[config.mk]
export PLATFORM = sky130hd
export DESIGN_NAME = taskseg_load_check
export DESIGN_NICKNAME = d
export VERILOG_FILES = /design/src/rtl/tsl_pkg.sv /design/src/rtl/tsl_fields.sv /design/src/rtl/tsl_rules.sv /design/src/rtl/taskseg_load_check.sv
export SDC_FILE = /design/constraint.sdc
export NUM_CORES = 1
export LEC_CHECK = 0
export ABC_CLOCK_PERIOD_IN_PS = 2400
export BUFFER_PORTS_ARGS = -buffer_cell sky130_fd_sc_hd__buf_2
export CORE_MARGIN = 5
export CORE_UTILIZATION = 49
export DETAILED_ROUTE_END_ITERATION = 7
export GPL_ROUTABILITY_DRIVEN = 0
export GPL_TIMING_DRIVEN = 0
export PLACE_DENSITY = 0.87
export SETUP_SLACK_MARGIN = 0.15
export SLEW_MARGIN = 10
export SYNTH_ARGS = -nofsm -noshare
export SYNTH_HDL_FRONTEND = slang
export SYNTH_SLANG_ARGS = --single-unit
[constraint.sdc]
create_clock -name clk -period 2.4 [get_ports clk]
set_input_delay 0.24 -clock clk [delete_from_list [all_inputs] [get_ports clk]]
set_output_delay 0.24 -clock clk [all_outputs]
set_load 0.01 [all_outputs]
[src/rtl/tsl_pkg.sv]
// Shared definitions for the task switch segment validator.
// Assumes the descriptor layout of two 32-bit words, high word holding type and flags.
package tsl_pkg;
    parameter int SEL_W  = 16;
    parameter int WORD_W = 32;
    parameter int VEC_W  = 8;
    parameter logic [VEC_W-1:0] VEC_BAD_TSS = 8'd10;
    parameter logic [VEC_W-1:0] VEC_NOT_PRESENT = 8'd11;

    // Destination register class
    typedef enum logic [1:0] {
        DEST_DATA  = 2'd0,
        DEST_CODE  = 2'd1,
        DEST_STACK = 2'd2
    } dest_e;

    // Bit positions within the descriptor high word
    localparam int HB_RW    = 9;
    localparam int HB_CONF  = 10;
    localparam int HB_CODE  = 11;
    localparam int HB_SYS   = 12;
    localparam int HB_DPL_L = 13;
    localparam int HB_PRES  = 15;
    localparam int HB_GRAN  = 23;

    // Classification outcome of the rule checker
    typedef enum logic [1:0] {
        OUT_NONE  = 2'd0,
        OUT_LOAD  = 2'd1,
        OUT_FAULT = 2'd2
    } outcome_e;
endpackage

[src/rtl/tsl_fields.sv]
// Extracts the base and the granularity-expanded limit from a descriptor pair.
// Purely combinational; assumes the 32-bit descriptor layout in tsl_pkg.
module tsl_fields
    import tsl_pkg::*;
#(
    parameter int W = WORD_W
) (
    input  logic [W-1:0] lo_word,
    input  logic [W-1:0] hi_word,
    output logic [W-1:0] base,
    output logic [W-1:0] limit
);
    localparam int PAGE_SH = 12;

    logic [19:0] raw_limit;

    // Gather the scattered base bytes
    always_comb begin
        base = {hi_word[31:24], hi_word[7:0], lo_word[31:16]};
    end

    // Form the 20-bit limit and expand it for page granularity
    always_comb begin
        raw_limit = {hi_word[19:16], lo_word[15:0]};
        if (hi_word[HB_GRAN])
            limit = {raw_limit, {PAGE_SH{1'b1}}};
        else
            limit = {{(W-20){1'b0}}, raw_limit};
    end
endmodule

[src/rtl/tsl_rules.sv]
// Applies the null, type, privilege and presence rules for one selector load.
// Combinational; the earlier rules take priority over the present-bit test.
module tsl_rules
    import tsl_pkg::*;
(
    input  dest_e             dest,
    input  logic [SEL_W-1:0]  sel,
    input  logic [1:0]        cpl,
    input  logic [WORD_W-1:0] hi_word,
    input  logic              fetch_err,
    output outcome_e          outcome,
    output logic [VEC_W-1:0]  vec
);
    logic       is_null;
    logic [1:0] rpl;
    logic [1:0] dpl;
    logic [3:0] dtype;
    logic       is_code;
    logic       rw_bit;
    logic       conf_bit;
    logic       class_bad;

    // Decode the selector and descriptor fields used by the rules
    always_comb begin
        is_null  = (sel[SEL_W-1:2] == '0);
        rpl      = sel[1:0];
        dpl      = hi_word[HB_DPL_L+1:HB_DPL_L];
        dtype    = hi_word[11:8];
        is_code  = hi_word[HB_CODE];
        rw_bit   = hi_word[HB_RW];
        conf_bit = hi_word[HB_CONF];
    end

    // Evaluate the destination-specific type and privilege rules
    always_comb begin
        class_bad = 1'b0;
        unique case (dest)
            DEST_CODE: begin
                if (!is_code) class_bad = 1'b1;
                if (dpl != rpl) class_bad = 1'b1;
                if (conf_bit && (dpl > rpl)) class_bad = 1'b1;
            end
            DEST_STACK: begin
                if (is_code || !rw_bit) class_bad = 1'b1;
                if ((dpl != cpl) || (dpl != rpl)) class_bad = 1'b1;
            end
            default: begin
                if (is_code && !rw_bit) class_bad = 1'b1;
                if ((dtype < 4'd12) && ((dpl < cpl) || (dpl < rpl))) class_bad = 1'b1;
            end
        endcase
    end

    // Pick the outcome in priority order
    always_comb begin
        outcome = OUT_LOAD;
        vec     = VEC_BAD_TSS;
        if (is_null) begin
            outcome = (dest == DEST_DATA) ? OUT_NONE : OUT_FAULT;
        end else if (fetch_err || !hi_word[HB_SYS] || class_bad) begin
            outcome = OUT_FAULT;
        end else if (!hi_word[HB_PRES]) begin
            outcome = OUT_FAULT;
            vec     = VEC_NOT_PRESENT;
        end
    end
endmodule

[src/rtl/taskseg_load_check.sv]
// Top of the task switch selector validator: registers the rule outcome one
// cycle after a request. Assumes the descriptor words are valid with req_valid.
module taskseg_load_check
    import tsl_pkg::*;
(
    input  logic              clk,
    input  logic              rst_n,
    input  logic              req_valid,
    input  logic [1:0]        req_dest,
    input  logic [15:0]       req_sel,
    input  logic [1:0]        req_cpl,
    input  logic [31:0]       desc_lo,
    input  logic [31:0]       desc_hi,
    input  logic              fetch_err,
    output logic              ld_valid,
    output logic [31:0]       ld_base,
    output logic [31:0]       ld_limit,
    output logic [31:0]       ld_flags,
    output logic              flt_valid,
    output logic [7:0]        flt_vec,
    output logic [15:0]       flt_code
);
    outcome_e          outcome;
    logic [VEC_W-1:0]  vec_c;
    logic [WORD_W-1:0] base_c;
    logic [WORD_W-1:0] limit_c;
    dest_e             dest_c;

    assign dest_c = dest_e'(req_dest);

    tsl_fields #(.W(WORD_W)) u_fields (
        .lo_word (desc_lo),
        .hi_word (desc_hi),
        .base    (base_c),
        .limit   (limit_c)
    );

    tsl_rules u_rules (
        .dest      (dest_c),
        .sel       (req_sel),
        .cpl       (req_cpl),
        .hi_word   (desc_hi),
        .fetch_err (fetch_err),
        .outcome   (outcome),
        .vec       (vec_c)
    );

    // Register the strobes and their payloads one cycle after a request
    always_ff @(posedge clk) begin
        if (!rst_n) begin
            ld_valid  <= 1'b0;
            flt_valid <= 1'b0;
            ld_base   <= '0;
            ld_limit  <= '0;
            ld_flags  <= '0;
            flt_vec   <= '0;
            flt_code  <= '0;
        end else begin
            ld_valid  <= req_valid && (outcome == OUT_LOAD);
            flt_valid <= req_valid && (outcome == OUT_FAULT);
            if (req_valid) begin
                ld_base  <= base_c;
                ld_limit <= limit_c;
                ld_flags <= desc_hi;
                flt_vec  <= vec_c;
                flt_code <= {req_sel[15:2], 2'b00};
            end
        end
    end
endmodule

==> results of run 1 <==
## critical path, delay by kind of cell
family                   cells  cell delay, ns
adder cells (fa/ha/maj)      1            0.31
AO/OA/AOI/OAI                3            0.55
buffers and inverters        1            0.12
AND/OR/NAND/NOR              2            0.24
## kinds of logic after synthesis
group,synth area share
AND/OR/NAND/NOR,0.1590
flip-flops,0.4759
multiplexers,0.1675
buffers and inverters,0.08437
AO/OA/AOI/OAI,0.09105
adder cells (fa/ha/maj),0.02124
other,0.0009096
## layout make-up
type	count	area, sq um
Buffer	49	314.1
Clock buffer	11	141.4
Clock inverter	5	86.33
Fill cell	653	2706
Inverter	9	33.78
Multi-Input combinational cell	238	1836
Sequential cell	98	1962
Tap cell	105	131.4
Timing Repair Buffer	201	1006
## cells in the final DEF, fill, tap and decap left out, types with 6 or more instances in the layout
cell type and n:
mux2i_1 69, o221a_2 12, nand3_1 6, inv_1 9, nor2b_1 78, clkbuf_1 8, buf_2 212, buf_4 31
clkbuf_8 10, ha_1 7, dfxtp_1 98, conb_1 7, a21oi_1 11, nand2_1 11, o211a_1 8
## per-stage QoR
stage	total power, W	instance area [sq um]	hold WS [ns]
after floorplan	0.002141	4145	0.3378
after global placement	0.002379	5283	0.4484
after CTS	0.003584	5510	0.1340
after detailed placement	0.002403	5283	0.4696
final	0.003538	5510	0.1500
after global routing	0.003721	5510	0.1539
## registers in the layout, summed over array words and instances, names as in the netlist
signal and cells:
ld_base 32, ld_limit 32, ld_flags 16, flt_code 14, flt_vec 2, flt_valid 1, ld_valid 1
## final timing paths
check | start | end | slack, ns | cells past startpoint
max reg2reg | ld_limit[21] | ld_limit[21] | 1.66 | 3
max | desc_hi[14] | ld_valid | 1.20 | 7
min | desc_lo[22] | ld_base[6] | 0.15 | 3
min reg2reg | flt_vec[0] | flt_vec[0] | 0.48 | 2
## power breakdown
part / internal [W] / total (W) / leakage, nW / switching [W]
Sequential: 0.00172 / 0.00178 / 0.810 / 0.0000524
Combinational: 0.000295 / 0.000585 / 2.02 / 0.000290
Clock: 0.000625 / 0.00118 / 0.114 / 0.000553
## layer usage
metal / routed length [um] / global-route usage / vias to the layer above
li1: - / - / 1729
met1: 4173 / 0.2337 / 1619
met2: 5567 / 0.3747 / 137
met3: 1019 / 0.07438 / 20
met4: 213 / 0.07873 / 2
met5: 13 / 0 / -
## Yosys cell counts (all sizes together) (3+ instances only)
master and number:
nand2 11, dfxtp 98, a21boi 4, clkbuf 7, nor4 3, nand3 6, nand2b 5, buf 42
o211a 8, nor2b 78, a21oi 11, ha 7, inv 9, mux2i 69, o221a 12
==> results.md, run 1 <==
- Main synth FF type: dfxtp_1
- VDD IR-drop max: 0.3781 mV
- Top cells by area, synth: dfxtp_1, mux2i_1, nor2b_1, buf_4, o221a_2
- Initial core utilization: 0.5018
- Area delta synth->final: 33.66%
- Initial antenna violation count: 1
- Arrival time at the worst endpoint: 1.47 ns
- Synth unique cells: 31
- Vias per std cell: 4.898
- Pin count of the biggest net entering global routing: 17
- Clk buf depth: 2
- DRC: 0
- Max_cap viols: 0
- Slowest stage delay, CP: 0.31 ns
- Post-cts sizing count: 0
- Worst slack, placed: 0.8578 ns
- Hold Vio Cnt, Final: 0
- CP max FO: 3
- I/O pin cnt: 210
- First-pass GRT wire length: 17430 um
- #FFs+latches synth: 98
- Synthesized instance count: 388
- Drt initial violations: 67
- Die W: 101.7 um
- Fin. max-slew vios: 0
- Fin crit share: 0.4993
- Post-synth EDFFs: 0
- RSZ-0062 raised after global routing: false
- Fin cells: 716
- Pwr/cell area: 642.1 nW/um^2
- Buffer count from post-CTS setup fixing: 0
- Crit-path cells: buf_2 -> ha_1 -> nand4_1 -> o31a_1 -> a211oi_2 -> a41o_2 -> and3_1
- Post-cts hold buffer count: 0
- Share of the synthesized area in the top cell type: 0.4759
- Inserted Clock Buffers: 9
- Final #Nets: 701
- CP Capture Type: flip-flop
- Setup CP Type: primary input to flip-flop
- WL per Instance: 15.34 um
- Final core utilization: 0.6706
- Syn Area/Cell: 10.63 sq um
- Hpwl dp: 8866 um
- Synthesized area: 4123 sq um
- Vias in the first global route: 3686
- Routed wire length: 10990 um
- Clk_lat worst skew: 0.33 ns
- Max Clock Freq: 834.5 MHz
- Post-synthesis async set-or-reset flop share: 0
- Status: complete, no violations
- Final min period: 1.198 ns
- Setup_tns: 0 ns
- Placed Cells: 700
- Worst hold path class: primary input to flip-flop
- Synth Warn #: 0
- Clk slew on worst S/H paths: 0.10 ns
- First drt pass iteration count: 4
- Register area share after synthesis: 0.4759
- Share of layout cells above drive strength 1: 0.4452
- Critical path's slowest cell: ha_1
- Die Ht: 101.7 um
- Final ANT Viol Nets: 0
- Static Leak: 2.945 nW
- Ant diodes: 0
- H-tree depth: 3
- Worst Setup Slack, final: 1.202 ns
- GR Overflow Total: 0
- TritonCTS clock tree: yes
- Die footprint: 10350 sq um
- # setup viols final: 0
- Worst Path Required: 2.68 ns
- Port-buffer cells: 201
- Clock skew: 0 ns
- Row cnt: 33
- Cell accounting for the most synthesized area: dfxtp_1
- Total GRT Usage: 0.2120
- Via count: 3507
- Type of origin of the critical path: primary input
- Core Area: 8217 sq um
- Clk sinks: 98
- Root buf cell: clkbuf_8
No activity file was read; power rests on OpenSTA's default activity.
==> run 2: changes to the inputs <==
--- a/config.mk
+++ b/config.mk
@@ -5,14 +5,14 @@
 export SDC_FILE = /design/constraint.sdc
 export NUM_CORES = 1
 export LEC_CHECK = 0
-export ABC_CLOCK_PERIOD_IN_PS = 2400
+export ABC_CLOCK_PERIOD_IN_PS = 970
 export BUFFER_PORTS_ARGS = -buffer_cell sky130_fd_sc_hd__buf_2
 export CORE_MARGIN = 5
-export CORE_UTILIZATION = 49
+export CORE_UTILIZATION = 41
 export DETAILED_ROUTE_END_ITERATION = 7
 export GPL_ROUTABILITY_DRIVEN = 0
 export GPL_TIMING_DRIVEN = 0
-export PLACE_DENSITY = 0.87
+export PLACE_DENSITY = 0.78
 export SETUP_SLACK_MARGIN = 0.15
 export SLEW_MARGIN = 10
 export SYNTH_ARGS = -nofsm -noshare
==> constraint.sdc (replaced) <==
create_clock -name clk -period 0.97 [get_ports clk]
set_input_delay 0.097 -clock clk [delete_from_list [all_inputs] [get_ports clk]]
set_output_delay 0.097 -clock clk [all_outputs]
set_load 0.01 [all_outputs]
==> run 2 against run 1 <==
The run now ends with negative hold slack, negative setup slack left. Non-clock buffer count is 50 higher. First-iteration DRC count grew 79%. Register-to-register slack got worse by 1.5 ns. Combinational power grew to 3.6 times the previous value. Sequential share of layout area is 5.8 points lower. Die area rose by 18%. Sequential cell count unchanged. Critical endpoint is now ld_flags[0].
==> results.md, run 2 (synthesis gave the netlist of run 1 again) <==
- Die Ht: 110.3 um
- Max_cap viols: 0
- Worst Setup Slack, final: -0.07695 ns
- Routed wire length: 13650 um
- Core Area: 9774 sq um
- Hpwl dp: 9020 um
- Static Leak: 3.342 nW
- Area after DPL: 5386 sq um
- Pwr/cell area: 1300 nW/um^2
- Setup_tns: -1.073 ns
- First drt pass iteration count: 4
- CP Capture Type: primary output
- Min Hold Slack: -0.003309 ns
- GR Overflow Total: 0
- TritonCTS clock tree: yes
- Initial antenna violation count: 0
- WHS Endpoint: flt_valid
- Setup CP Type: flip-flop to primary output
- Clk sinks: 98
- Max Clock Freq: 955.2 MHz
- Final ANT Viol Nets: 0
- Row cnt: 36
- Worst Path Required: 0.87 ns
- Share of layout cells above drive strength 1: 0.6051
- Via count: 3768
- Initial core utilization: 0.4218
- Clk_lat worst skew: 0.36 ns
- # setup viols final: 21
- Top Registers: ld_base: 32 flops, ld_limit: 32 flops, ld_flags: 16 flops
- Commonest non-fill, non-tap cells in the layout: buf_6, buf_2, dfxtp_2
- Reg2reg path depth: 3
- Min-delay src: desc_hi[15]
- Final core utilization: 0.7190
- Pin count of the biggest net entering global routing: 18
- Fin crit share: 1.079
- Drt initial violations: 120
- Total GRT Usage: 0.2111
- FF-to-FF End: ld_base[23]
- Area delta synth->final: 70.47%
- Arrival time at the worst endpoint: 0.95 ns
- Hold Vio Cnt, Final: 1
- Final min period: 1.047 ns
- H-tree depth: 3
- Reg2Reg Setup Slack: 0.15 ns
- VDD IR-drop max: 0.7417 mV
- CP max FO: 3
- Root buf cell: clkbuf_8
- Vias in the first global route: 3916
- Vias per std cell: 4.746
- Final instance area: 7028 sq um
- Clk buf depth: 2
- RSZ-0062 raised after global routing: true
- Type of origin of the critical path: flip-flop
- Ant diodes: 0
- Die W: 110.3 um
- WHS Path Cells: 2
- Commonest non-fill, non-tap cell in the layout: buf_6
- FILL cells: 695
- Worst r2r src: ld_base[23]
- WL per Instance: 17.19 um
- Port-buffer cells: 201
- Pwr Total: 0.009137 W
- Failing checks: negative hold slack, negative setup slack
- Fin. max-slew vios: 0
- Status: complete, but fails checks
- Inserted Clock Buffers: 9
- DRC: 0
- Clk slew on worst S/H paths: 0.11 ns
- First-pass GRT wire length: 19780 um
- Die footprint: 12160 sq um
- Clock skew: 0 ns
- Final #Nets: 751
- I/O pin cnt: 210
- Worst hold path class: primary input to flip-flop
-- run 2: final cells by class --
cell class                      instances  area, sq um  share of cell area
Tap cell                              133        166.4             0.02368
Clock inverter                          6        48.80            0.006943
Timing Repair Buffer                  251         2218              0.3156
Buffer                                 49        386.6             0.05501
Clock buffer                           10        137.6             0.01958
Inverter                                9        46.29            0.006587
Multi-Input combinational cell        238         1932              0.2749
Sequential cell                        98         2092              0.2977
-- run 2: power breakdown --
part	switching, W	total (W)	leakage (nW)	internal (W)
combinational	0.000839	0.00209	2.40	0.00125
sequential	0.000197	0.00451	0.844	0.00431
clock	0.00151	0.00254	0.0976	0.00104
total	0.00254	0.00914	3.34	0.00659
-- run 2: layer usage --
metal | vias to the layer above | share of wire | track usage
met5 | - | 0 | 0
met2 | 131 | 0.54 | 0.3943
met4 | 0 | 0.024 | 0.07916
met3 | 23 | 0.057 | 0.04426
li1 | 1836 | - | -
met1 | 1778 | 0.37 | 0.2331
-- run 2: critical path: stages (launching register included) --
cell and delay (ns):
dfxtp_2 0.36, buf_6 0.12, buf_6 0.11
-- run 2: through the flow --
step,worst slack [ns],std cells
2_1_floorplan,-0.1685,394
3_3_place_gp,-0.3954,728
3_5_place_dp,-0.4609,728
4_1_cts,-0.07140,783
5_1_grt,-0.1139,794
6_report,-0.07695,794
-- run 2: worst max-delay path by stage --
stage / depth (start not counted) / to / from
after floorplan: 7 / ld_valid / req_sel[1]
after global placement: 8 / flt_valid / req_sel[1]
after detailed placement: 8 / flt_valid / req_sel[1]
after CTS: 2 / ld_flags[31] / ld_base[31]
after global routing: 2 / ld_flags[5] / ld_base[21]
final: 2 / ld_flags[0] / ld_base[16]
-- run 2: repair_timing --
item	CTS	global route
pin swaps	1	1
endpoints found under the hold margin	35	0
buffers inserted	4	11
setup endpoints to repair	118	157
hold buffers	35	0
gates resized for setup	223	32
==> run 3: changes to the inputs <==
--- a/config.mk
+++ b/config.mk
@@ -14,7 +14,8 @@
 export GPL_TIMING_DRIVEN = 0
 export PLACE_DENSITY = 0.78
 export SETUP_SLACK_MARGIN = 0.15
-export SLEW_MARGIN = 10
+export SKIP_CTS_REPAIR_TIMING = 1
+export SLEW_MARGIN = 20
 export SYNTH_ARGS = -nofsm -noshare
 export SYNTH_HDL_FRONTEND = slang
 export SYNTH_SLANG_ARGS = --single-unit
==> run 3 against run 2 <==
The run still ends with negative hold slack, negative setup slack left. Maximum frequency grew 1.5%. Register-to-register slack gained 0.02 ns. Cell count shrank 4.9%. Sequential share of layout area grew 1.9 points. Die area is the same. Total power shrank 2.5%.
==> results.md, run 3 (synthesis gave the netlist of run 1 again) <==
- Commonest non-fill, non-tap cells in the layout: buf_6, buf_2, dfxtp_2
- Worst slack, placed: -0.4609 ns
- Clk sinks: 98
- Pint: 0.006458 W
- Arrival time at the worst endpoint: 0.93 ns
- Sw Ratio: 0.2752
- Inserted Clock Buffers: 9
- RSZ-0062 raised after global routing: true
- Max_cap viols: 0
- Critical path's slowest cell: dfxtp_2
- Vias in the first global route: 3447
- Via count: 3568
- Initial core utilization: 0.4218
- Root buf cell: clkbuf_8
- Pwr/cell area: 1354 nW/um^2
- Fin. max-slew vios: 0
- Power share of the clock group: 0.282
- Hpwl dp: 9020 um
- Die Ht: 110.3 um
- Commonest non-fill, non-tap cell in the layout: buf_6
- Detail Route met3 WL: 782 um
- Port-buffer cells: 201
- Final ANT Viol Nets: 0
- Share of layout cells above drive strength 1: 0.6158
- Slowest stage delay, CP: 0.35 ns
- Initial antenna violation count: 0
- Type of origin of the critical path: flip-flop
- Met2 WL: 6734 um
- Routed wire length: 12560 um
- DRC: 0
- Area after DPL: 5386 sq um
- Row cnt: 36
- CP max FO: 3
- Core Area: 9774 sq um
- Clock skew: 0 ns
- Total GRT Usage: 0.1799
- Max Clock Freq: 969.1 MHz
- Clk_lat worst skew: 0.36 ns
- H-tree depth: 3
- First-pass GRT wire length: 17060 um
- Pin count of the biggest net entering global routing: 18
- FILL cells: 782
- GR Overflow Total: 0
- Crit-path cells: buf_6 -> buf_6
- Clk buf depth: 2
- WL per Instance: 16.64 um
- Final instance area: 6580 sq um
- I/O pin cnt: 210
- Post-Route M1 WL: 4826 um
- Vias per std cell: 4.726
- Gate power share: 0.212
- First drt pass iteration count: 4
- Ant diodes: 0
- Die footprint: 12160 sq um
- Failing checks: negative hold slack, negative setup slack
- Final min period: 1.032 ns
- Highest Signal Layer: met4
- Worst Path Required: 0.87 ns
- Switching power: 0.002452 W
- # setup viols final: 20
- Area delta synth->final: 59.61%
- Min Hold Slack: -0.002657 ns
- Drt initial violations: 147
- VDD IR-drop max: 0.7512 mV
- Multi-input gate area: 1896 sq um
- TritonCTS clock tree: yes
- Die W: 110.3 um
- Static Leak: 3.160 nW
- Worst hold path class: primary input to flip-flop
- Worst Setup Slack, final: -0.06188 ns
- Fin crit share: 1.064
- Clk slew on worst S/H paths: 0.10 ns
- Setup CP Type: flip-flop to primary output
- Final core utilization: 0.6732
- Sequential fraction of design power: 0.506
- Status: complete, but fails checks
- Critical Path Most Common Cell: buf_6
- CP Capture Type: primary output
- Final #Nets: 712
- Sequential Area: 2085 sq um
- Hold Vio Cnt, Final: 4
- Top Registers: ld_base: 32 flops, ld_limit: 32 flops, ld_flags: 16 flops
[run 3: cell types whose count changed in the layout (fill, tap and decap cells not counted), moves of 3 or more]
| cell | before | now |
|---|---|---|
| mux2i_2 | 3 | 0 |
| dlygate4sd3_1 | 35 | 8 |
| mux2i_1 | 65 | 69 |
| dfxtp_4 | 3 | 0 |
| dfxtp_2 | 95 | 98 |
| buf_2 | 95 | 99 |
| buf_6 | 137 | 128 |
| buf_4 | 23 | 16 |
[run 3: power by group through the flow]
stage | Sequential [W] | Clock (W) | Combinational (W)
after detailed placement | 0.00448 | 0 | 0.00150
after floorplan | 0.00459 | 0 | 0.000725
after CTS | 0.00439 | 0.00260 | 0.00150
after global routing | 0.00454 | 0.00276 | 0.00204
after global placement | 0.00447 | 0 | 0.00145
final | 0.00451 | 0.00252 | 0.00189
[run 3: path summary, 6_finish.rpt]
check / from / to / slack (ns) / cells after the start
setup / recovery: ld_base[19] / ld_flags[3] / -0.06 / 2
hold / removal: desc_hi[24] / ld_base[24] / -0.003 / 3
setup reg to reg: ld_limit[2] / ld_limit[2] / 0.17 / 2
hold reg to reg: ld_limit[29] / ld_limit[29] / 0.49 / 2
[run 3: layout make-up]
class | count | area share
Buffer | 49 | 0.05876
Clock buffer | 10 | 0.02092
Clock inverter | 6 | 0.007416
Inverter | 9 | 0.007036
Multi-Input combinational cell | 238 | 0.2881
Sequential cell | 98 | 0.3168
Tap cell | 133 | 0.02529
Timing Repair Buffer | 212 | 0.2757
[run 3: worst max-delay path: cells and delay by family (launching register included)]
family / cells / cell delay [ns]
buffers and inverters: 2 / 0.22
DFF: 1 / 0.35
[run 3: metrics by stage]
stage	power [W]	TNS, ns	cells
after floorplan	0.005316	-0.4755	394
after global placement	0.005922	-10.98	728
after detailed placement	0.005976	-14.68	728
after CTS	0.008486	-2.096	744
after global routing	0.009341	-2.083	755
final	0.008910	-0.9386	755
[run 3: routing by layer]
metal  up-vias  track usage
met1      1685       0.2164
met5         -            0
met3        13      0.04252
met2       118       0.3146
met4         0      0.06069
li1       1752            -
